===== src/rtl/pps_phase_capture.sv =====
module pps_phase_capture #(
  parameter int CNT_W   = 24,
  parameter int MODULUS = 10_000_000
) (
  input  logic clk,
  input  logic rst,
  input  logic pps_ref,
  output logic pps_local,
  input  logic rd_sel_n,
  input  logic rd_clk,
  output logic rd_data
);
  localparam int FRAME = CNT_W + 1;
  localparam logic [CNT_W-1:0] LAST = CNT_W'(MODULUS - 1);

  logic [CNT_W-1:0] cnt, cap;
  logic [FRAME-1:0] shreg;
  logic             fresh;
  logic [2:0]       pps_s, sel_s, sck_s;

  logic pps_rise, rd_start, rd_active, sck_rise;
  assign pps_rise  = pps_s[1] & ~pps_s[2];
  assign rd_start  = sel_s[2] & ~sel_s[1];
  assign rd_active = ~sel_s[1] & ~sel_s[2];
  assign sck_rise  = sck_s[1] & ~sck_s[2];

  assign pps_local = cnt[CNT_W-1];
  assign rd_data   = rd_active & shreg[FRAME-1];

  always_ff @(posedge clk) begin
    if (rst) begin
      pps_s <= '0;
      sel_s <= '1;
      sck_s <= '0;
    end else begin
      pps_s <= {pps_s[1:0], pps_ref};
      sel_s <= {sel_s[1:0], rd_sel_n};
      sck_s <= {sck_s[1:0], rd_clk};
    end
  end

  always_ff @(posedge clk) begin
    if (rst)              cnt <= '0;
    else if (cnt == LAST) cnt <= '0;
    else                  cnt <= cnt + CNT_W'(1);
  end

  always_ff @(posedge clk) begin
    if (rst)           cap <= '0;
    else if (pps_rise) cap <= cnt;
  end

  always_ff @(posedge clk) begin
    if (rst)           fresh <= 1'b0;
    else if (pps_rise) fresh <= 1'b1;
    else if (rd_start) fresh <= 1'b0;
  end

  always_ff @(posedge clk) begin
    if (rst)                        shreg <= '0;
    else if (rd_start)              shreg <= {fresh, cap};
    else if (rd_active && sck_rise) shreg <= {shreg[FRAME-2:0], 1'b0};
  end
endmodule



===== config.mk =====
export PLATFORM = sky130hd
export DESIGN_NAME = pps_phase_capture
export DESIGN_NICKNAME = d
export VERILOG_FILES = /design/src/rtl/pps_phase_capture.sv
export SDC_FILE = /design/constraint.sdc
export NUM_CORES = 1
export LEC_CHECK = 0
export CORE_MARGIN = 1.5
export CORE_UTILIZATION = 45
export DETAILED_ROUTE_END_ITERATION = 6
export DONT_BUFFER_PORTS = 1
export GPL_ROUTABILITY_DRIVEN = 0
export RECOVER_POWER = 50
export SLEW_MARGIN = 25
export SYNTH_ARGS = -nofsm -noshare
export SYNTH_HDL_FRONTEND = slang
export SYNTH_SLANG_ARGS = --single-unit

===== constraint.sdc =====
create_clock -name clk -period 2.4 [get_ports clk]
set_input_delay 0 -clock clk [delete_from_list [all_inputs] [get_ports clk]]
set_output_delay 0 -clock clk [all_outputs]
set_load 0.05 [all_outputs]

==> results of run 1 <==
metrics by stage:
| step | cells | instance area (um2) |
|---|---|---|
| 6_report | 479 | 3710 |
| 5_1_grt | 479 | 3710 |
| 4_1_cts | 479 | 3740 |
| 3_5_place_dp | 457 | 3440 |
| 3_3_place_gp | 457 | 3440 |
| 2_1_floorplan | 375 | 3330 |
repair_timing:
action,4_1_cts,5_1_grt
hold endpoints to repair,60,0
setup endpoints to repair,0,0
hold buffers,6,0
metal layers:
layer | up-vias | track usage, % | wire length (um) | part of all wire (%)
met5 | - | 0 | 0 | 0
met4 | 0 | 6.01 | 71 | 1.1
met3 | 7 | 4.52 | 207 | 3.3
met2 | 30 | 24.9 | 2640 | 42
met1 | 1121 | 25.4 | 3350 | 53
li1 | 1313 | - | - | -
kinds of logic (layout without fill, tap and decap cells):
| logic type | count (synthesis) | count (layout) | synth area share (%) |
|---|---|---|---|
| simple gates | 152 | 152 | 21.6 |
| flops | 83 | 83 | 49.9 |
| compound gates | 71 | 71 | 13.4 |
| buf+inv | 31 | 36 | 4.13 |
| mux | 24 | 24 | 7.21 |
| xor+xnor | 13 | 13 | 3.42 |
| fa+ha+maj | 1 | 1 | 0.375 |
Yosys cell counts (all sizes together):
cell type	instances
nor3	4
mux2i	24
nor4b	1
and4	1
or4	8
o21ai	2
xor2	5
nor2b	7
clkbuf	18
and3	4
xnor2	8
nor3b	1
o41ai	1
nor2	41
or2	3
nor4	4
dfxtp	83
nand4	4
nand2	56
ha	1
nand2b	3
a21oi	36
a211oi	24
o31ai	8
or3	3
buf	7
inv	6
nand3	12
flip-flops by register name (all words and copies together), names as in the netlist:
signal  flops
sck_s       3
sel_s       3
pps_s       3
fresh       1
cnt        24
cap        24
shreg      25
where the power goes:
group | switching [uW] | internal (uW)
Clock | 504 | 588
Sequential | 19.4 | 1410
Combinational | 76.9 | 51.8
area by class of cell:
class | count | area, um2 | share of cell area, %
multi-input cells | 261 | 1560 | 42.1
repair buffers | 14 | 124 | 3.34
well taps | 99 | 124 | 3.34
clock buffers | 10 | 128 | 3.44
clock inverters | 6 | 90.1 | 2.43
inverters | 6 | 22.5 | 0.607
flip-flops and latches | 83 | 1660 | 44.8
final timing paths:
kind / from / end / slack [ns] / cells past startpoint
worst max-delay path: cnt[10]$_SDFF_PP0_ / cnt[21]$_SDFF_PP0_ / 0.38 / 4
worst min-delay path: rd_sel_n / sel_s[0]$_SDFF_PP1_ / 0.28 / 2
worst max register to register: cnt[10]$_SDFF_PP0_ / cnt[21]$_SDFF_PP0_ / 0.38 / 4
worst min register to register: sel_s[0]$_SDFF_PP1_ / sel_s[1]$_SDFF_PP1_ / 0.43 / 1
worst max-delay path, delay by kind of cell (launching register included):
| family | cells | cell delay (ns) |
|---|---|---|
| flip-flops | 1 | 0.46 |
| AND/OR/NAND/NOR | 3 | 1.33 |
| AO/OA/AOI/OAI | 1 | 0.15 |
==> impl_metrics.tcl, run 1 <==
set metrics [dict create \
    grt_usage_pct 17.4 \
    dp.final_hpwl_um 3920 \
    hp-class "primary input to flop" \
    synth_area_leaders "dfxtp_1 50%, mux2i_1 7.2%, nand2_1 6.2%, a21oi_1 5.4%, a211oi_1 5.4%" \
    netlist_area_um2 3330 \
    firstDrtPassIters 4 \
    drc 0 \
    wirelength_um 6270 \
    worstSetupPathType "flop to flop" \
    cts_made_buffers 9 \
    vias_per_cell 5.16 \
    vdd_drop_max_uv 277 \
    n_antenna_cell 0 \
    wl_per_cell_um 13.1 \
    syn_nets 381 \
    worstPathCellList "nand4_2 > or3_1 > or4_1 > a21oi_1" \
    start_util_pct 46.2 \
    clkTransAtPathRegs_ns 0.08 \
    period_minus_slack_ns 2.02 \
    die_x_um 89.1 \
    insertion_delay_ns 0.35 \
    drive_gt1_share_pct 8.16 \
    start_kind "flop" \
    cts_sinks 83 \
    slew_violations 0 \
    p_per_area_nw_per_um2 714 \
    cp_max_fo 18 \
    rows 31 \
    layout.cells.most_common "dfxtp_1" \
    dieHeight_um 89.1 \
    cts_tree "done" \
    die-area_um2 7930 \
    ctsHtreeMaxLevel 3 \
    ys_seq_elements 83 \
    core_area_um2 7210 \
    status "finished, final reports clean" \
    fin_util_pct 51.5 \
    io_pins 7 \
    hold_viol 0 \
    leakagePower_uw 0.00118 \
    finalPower_uw 2650 \
    cts_resized 0 \
    synth.avg_cell_area_um2 8.89 \
    synth.top_cell.area_share_pct 49.9 \
    clock_skew_ns 0.0108 \
    timing.fmax_mhz 494 \
    holdWs_ns 0.278 \
    nFillCells 725 \
    required_ns 2.68 \
    drtIter0Drc 124 \
    grt-ovfl-total 0 \
    cts_root_buf "clkbuf_8" \
    slowest_stage "or3_1" \
    yosysTopAreaCell "dfxtp_1" \
    final_antenna_net_count 0 \
    preCtsSetupSlack_ns 0.401 \
    yosysSeqAreaShare_pct 49.9 \
    nNetsFinal 381 \
    slew_headroom_pct 20.6 \
    setup_viol_count_final 0 \
    end_kind "flop" \
    syn_inst 375 \
    post-route-period-util_pct 84.3 \
    vias 2471 \
    maxCapViolations 0 \
    critPathMaxStageDelay_ns 0.61 \
    worst_pin_slew_ns 1.19 \
    antenna_found_initial 0 \
    grt_pass1_wl_um 10800 \
    grt_start_max_net_pins 61 \
    layout_common_cells "83 x dfxtp_1, 55 x nand2_1, 40 x nor2_1" \
    fin_tns_setup_ns 0 \
    clockBufferDepth 2 \
    cts_setup_buffers 0 \
    fin_ws_ns 0.377 \
    syn2layout_area_growth_pct 11.4 \
    ys.warnings.count 0 \
    grt_pass1_vias 2275 \
    ys_types 34 \
    critPathArrivalTime_ns 2.31 \
    rsz0062_at_grt "no" \
    port_buffers 0 \
]
Note: power is estimated with default switching activity, not from simulation.
==> run 2, diff against run 1 <==
- ABC_AREA: not set -> 1
- clock period: 2.4 -> 1.8 ns (I/O delays scaled with it)
==> impl_metrics.tcl, run 2 <==
set metrics [dict create \
    grt_usage_pct 18.0 \
    ff2ff_setup_slack_ns 0.29 \
    synth.avg_cell_area_um2 7.00 \
    maxCapViolations 0 \
    die_x_um 91.4 \
    worstSetupPathType "flop to flop" \
    hp-start "rst" \
    worstPathCellList "ha_1 > nand3_1 > nor2_1 > nand3_1 > nand2_1 > clkbuf_2 > nor2_1" \
    layout.cells.most_common "nand2_1" \
    largest_register "shreg" \
    clkTransAtPathRegs_ns 0.08 \
    synth_area_leaders "dfxtp_1 47%, nand2_1 13%, nor2_1 11%, o21ai_0 8.1%, a21oi_1 4.4%" \
    slew_headroom_pct 46.8 \
    fin_cells 611 \
    fin_tns_setup_ns 0 \
    n_antenna_cell 0 \
    synth_commonest_cells "121 x nand2_1, 101 x nor2_1, 83 x dfxtp_1, 57 x o21ai_0, 40 x inv_1" \
    hp-class "primary input to flop" \
    cp_max_fo 11 \
    timing.fmax_mhz 663 \
    holdWs_ns 0.0427 \
    clockBufferDepth 2 \
    io_pins 7 \
    nNetsFinal 510 \
    ctsHtreeMaxLevel 3 \
    syn_inst 502 \
    core_area_um2 7650 \
    place_inst 591 \
    grt_pass1_vias 2545 \
    ys_seq_elements 83 \
    slowest_stage "dfxtp_1" \
    critPathArrivalTime_ns 1.73 \
    worst_pin_slew_ns 0.796 \
    rsz0062_at_grt "no" \
    grt-ovfl-total 0 \
    ys.flop_type "dfxtp_1" \
    netlist_area_um2 3510 \
    ys.warnings.count 0 \
    yosysSeqAreaShare_pct 47.3 \
    end_kind "flop" \
    die-area_um2 8350 \
    cts_made_buffers 9 \
    synth_edf_count 0 \
    period_minus_slack_ns 1.51 \
    hold_viol 0 \
    critPathTopFamily "simple AND/OR/NAND/NOR gates" \
    syn_nets 508 \
    fin_util_pct 50.5 \
    cts_setup_buffers 0 \
    status "finished, final reports clean" \
    fin_area_um2 3860 \
    dp.final_hpwl_um 4840 \
    leakagePower_uw 0.00149 \
    drtIter0Drc 116 \
    setup_viol_count_final 0 \
    wl_per_cell_um 11.6 \
    cp-startpoint "cnt[0]$_SDFF_PP0_" \
    grt_start_max_net_pins 38 \
    vias_per_cell 4.73 \
    critPathMaxStageDelay_ns 0.38 \
    drive_gt1_share_pct 7.27 \
    cts_sinks 83 \
    synth.most_common_cell "nand2_1" \
    required_ns 2.02 \
    port_buffers 0 \
    final_antenna_net_count 0 \
    largestRegisters "shreg x25, cap x24, cnt x24" \
    firstDrtPassIters 5 \
    post-route-period-util_pct 83.8 \
    vias 2891 \
    cp_num_buf_inv 1 \
    rows 32 \
    layout_common_cells "121 x nand2_1, 102 x nor2_1, 83 x dfxtp_1" \
    p_per_area_nw_per_um2 936 \
    dieHeight_um 91.4 \
    slew_violations 0 \
    start_util_pct 46.0 \
    synth.top_cell.area_share_pct 47.3 \
    antenna_found_initial 0 \
    cts_root_buf "clkbuf_8" \
    vdd_drop_max_uv 441 \
    ys_types 25 \
    cts_tree "done" \
    insertion_delay_ns 0.34 \
    placed_cell_area_um2 3630 \
    wirelength_um 7070 \
    start_kind "flop" \
    yosysTopAreaCell "dfxtp_1" \
    synthArstFlopShare_pct 0 \
    syn2layout_area_growth_pct 9.83 \
    drc 0 \
    r2r-start "cnt[0]$_SDFF_PP0_" \
    grt_pass1_wl_um 12200 \
    largest_register_ffs 25 \
    clock_skew_ns 0.00835 \
]
==> run 2: changes by cell type after synthesis, sizes merged, moves of 7 or more <==
cell    previous run  this run
nor2b              7         0
or4                8         0
nand2             56       124
mux2i             24         0
o31ai              8         0
clkbuf            18        10
inv                6        41
o21ai              2        58
xnor2              8         1
nor2              41       111
a211oi            24         0
==> run 2: cell type report <==
class	count	area (um2)
Fill cell	797	3790
Sequential cell	83	1660
Multi-Input combinational cell	356	1600
Inverter	41	154
Clock buffer	12	145
Tap cell	102	128
Timing Repair Buffer	13	103
Clock inverter	4	73.8
==> run 2: path summary, 6_finish.rpt <==
| path | end | cells after the start |
|---|---|---|
| setup / recovery | cnt[16]$_SDFF_PP0_ | 7 |
| hold / removal | sel_s[2]$_SDFF_PP1_ | 2 |
| setup reg to reg | cnt[16]$_SDFF_PP0_ | 7 |
| hold reg to reg | sck_s[1]$_SDFF_PP0_ | 2 |
==> run 2: timing repair <==
item / 4_1_cts / 5_1_grt
gates resized for setup: 0 / 0
hold buffers: 4 / 0
endpoints found under the hold margin: 10 / 0
==> run 2: logic make-up after synthesis <==
group                      after synthesis  synth area share, %
and+or+nand+nor                        256                 29.8
AOI/OAI and AO/OA                       89                 12.8
DFF                                     83                 47.3
buffers and inverters                   63                 7.30
xor gates and xnor gates                10                 2.49
adders and majority gates                1                0.356
==> run 2: through the flow <==
| stage | worst slack [ns] | total power [uW] |
|---|---|---|
| after global routing | 0.138 | 3760 |
| final | 0.291 | 3610 |
| after detailed placement | 0.381 | 2180 |
| after CTS | 0.358 | 3660 |
| after floorplan | 0.302 | 2130 |
| after global placement | 0.423 | 2170 |
==> run 2: where the power goes <==
| part | internal, uW | switching [uW] |
|---|---|---|
| logic | 74.8 | 127 |
| registers | 1900 | 32.9 |
| clock network | 822 | 655 |
==> run 2: layer usage <==
layer / GRT usage, % / vias up / wire, um
li1: - / 1571 / -
met1: 26.8 / 1270 / 3890
met2: 26.0 / 45 / 2930
met3: 3.02 / 5 / 208
met4: 6.12 / 0 / 38
met5: 0 / - / 0
==> run 2: worst reg2reg max path, cell delays in order, from the launching register on <==
cell      delay (ns)
dfxtp_1         0.38
ha_1            0.22
nand3_1         0.14
nor2_1          0.15
nand3_1         0.08
nand2_1         0.07
clkbuf_2        0.27
nor2_1          0.08
==> run 3, diff against run 2 <==
- clock period: 1.8 -> 1.4 ns (I/O delays scaled with it)
==> impl_metrics.tcl, run 3 (synthesized netlist as in run 2, its figures left out) <==
set metrics [dict create \
    drc 0 \
    slew_violations 0 \
    grt-ovfl-total 0 \
    p_per_area_nw_per_um2 1130 \
    largest_register "shreg" \
    cp-startpoint "cnt[0]$_SDFF_PP0_" \
    ctsHtreeMaxLevel 3 \
    fin_util_pct 53.1 \
    end_kind "flop" \
    status "finished, final reports clean" \
    grt_usage_pct 19.4 \
    wl_per_cell_um 12.0 \
    dp.final_hpwl_um 5060 \
    drive_gt1_share_pct 14.0 \
    layout.cells.most_common "nand2_1" \
    largest_register_ffs 25 \
    die-area_um2 8350 \
    final_antenna_net_count 0 \
    worstSetupPathType "flop to flop" \
    wirelength_um 7500 \
    hp-start "rd_sel_n" \
    timing.fmax_mhz 758 \
    hold_viol 0 \
    post-route-period-util_pct 94.3 \
    cp_max_fo 5 \
    drtIter0Drc 141 \
    use_met3_pct 4.36 \
    cts_root_buf "clkbuf_8" \
    grt_pass1_vias 2682 \
    antenna_found_initial 0 \
    clock_skew_ns 0.00928 \
    syn2layout_area_growth_pct 15.6 \
    hp-class "primary input to flop" \
    leakagePower_uw 0.00158 \
    cts_sinks 83 \
    die_x_um 91.4 \
    port_buffers 0 \
    layout_common_cells "117 x nand2_1, 101 x nor2_1, 73 x dfxtp_1" \
    critPathArrivalTime_ns 1.60 \
    clockBufferDepth 2 \
    vias 2969 \
    place_inst 601 \
    start_util_pct 46.0 \
    io_pins 7 \
    nNetsFinal 524 \
    grtUsageMet1_pct 28.1 \
    worst_pin_slew_ns 0.639 \
    met2_usage_pct 27.9 \
    n_antenna_cell 0 \
    largestRegisters "shreg x25, cap x24, cnt x24" \
    required_ns 1.68 \
    fin_cells 625 \
    maxCapViolations 0 \
    rows 32 \
    core_area_um2 7650 \
    vias_per_cell 4.75 \
    clkTransAtPathRegs_ns 0.09 \
    period_minus_slack_ns 1.32 \
    start_kind "flop" \
    fin_tns_setup_ns 0 \
    r2r-start "cnt[0]$_SDFF_PP0_" \
    cts_tree "done" \
    cts_made_buffers 9 \
    setup_viol_count_final 0 \
    finalPower_uw 4610 \
    top_usage_layer "met1" \
    firstDrtPassIters 4 \
    slew_headroom_pct 57.4 \
    insertion_delay_ns 0.35 \
    grt_start_max_net_pins 41 \
    vdd_drop_max_uv 856 \
    grt_pass1_wl_um 12800 \
    dieHeight_um 91.4 \
]
-- run 3: cell count changes in the layout (fill, tap and decap cells not counted), moves of 2 or more --
cell | previous run | this run
clkinvlp_4 | 0 | 2
nand2_2 | 3 | 7
buf_6 | 0 | 2
nor2_4 | 3 | 5
clkbuf_2 | 4 | 1
dfxtp_2 | 0 | 9
dfxtp_1 | 83 | 73
buf_12 | 1 | 3
clkbuf_1 | 4 | 1
buf_4 | 2 | 15
nand2_1 | 121 | 117
-- run 3: routing by layer --
metal	wire [um]	part of all wire, %
met2	3180	42
met4	55	0.73
met3	224	3.0
met5	0	0
met1	4040	54
-- run 3: cell type report --
class / instances / area, um2
Sequential cell: 83 / 1680
Tap cell: 102 / 128
Timing Repair Buffer: 27 / 251
Fill cell: 793 / 3580
Clock inverter: 5 / 60.1
Inverter: 41 / 158
Multi-Input combinational cell: 356 / 1640
Clock buffer: 11 / 151
-- run 3: report_power, final --
group	switching, uW	internal [uW]
Sequential	44.6	2450
Clock	889	929
Combinational	174	127
Total	1110	3500
-- run 3: through the flow --
step / area (um2) / setup WS [ns] / hold WS, ns
4_1_cts: 3990 / 0.00521 / 0.262
3_3_place_gp: 3730 / 0.0381 / 0.0704
6_report: 4060 / 0.0799 / 0.285
2_1_floorplan: 3520 / 0.0873 / 0.104
5_1_grt: 4060 / -0.0164 / 0.279
3_5_place_dp: 3730 / 0.0234 / 0.0723
-- run 3: worst paths after layout --
kind,depth (start not counted),end,slack (ns)
min,2,sel_s[0]$_SDFF_PP1_,0.29
min reg2reg,2,sck_s[1]$_SDFF_PP0_,0.40
max,9,cnt[16]$_SDFF_PP0_,0.08
max reg2reg,9,cnt[16]$_SDFF_PP0_,0.08
-- run 3: repair_timing --
action | CTS | global route
hold endpoints to repair | 11 | 0
endpoints found under the setup margin | 3 | 27
hold buffers | 4 | 0
pin swaps | 1 | 8
gates resized for setup | 3 | 20
buffers inserted | 0 | 4
-- run 3: critical path, cell delays in order, from the launching register on --
cell and delay [ns]:
dfxtp_4 0.37, ha_4 0.15, nand2_2 0.06, nor2_4 0.14, nand2_2 0.09, nor2_4 0.15
nand2_1 0.07, nand2_1 0.07, nand2_1 0.06, nor2_1 0.09
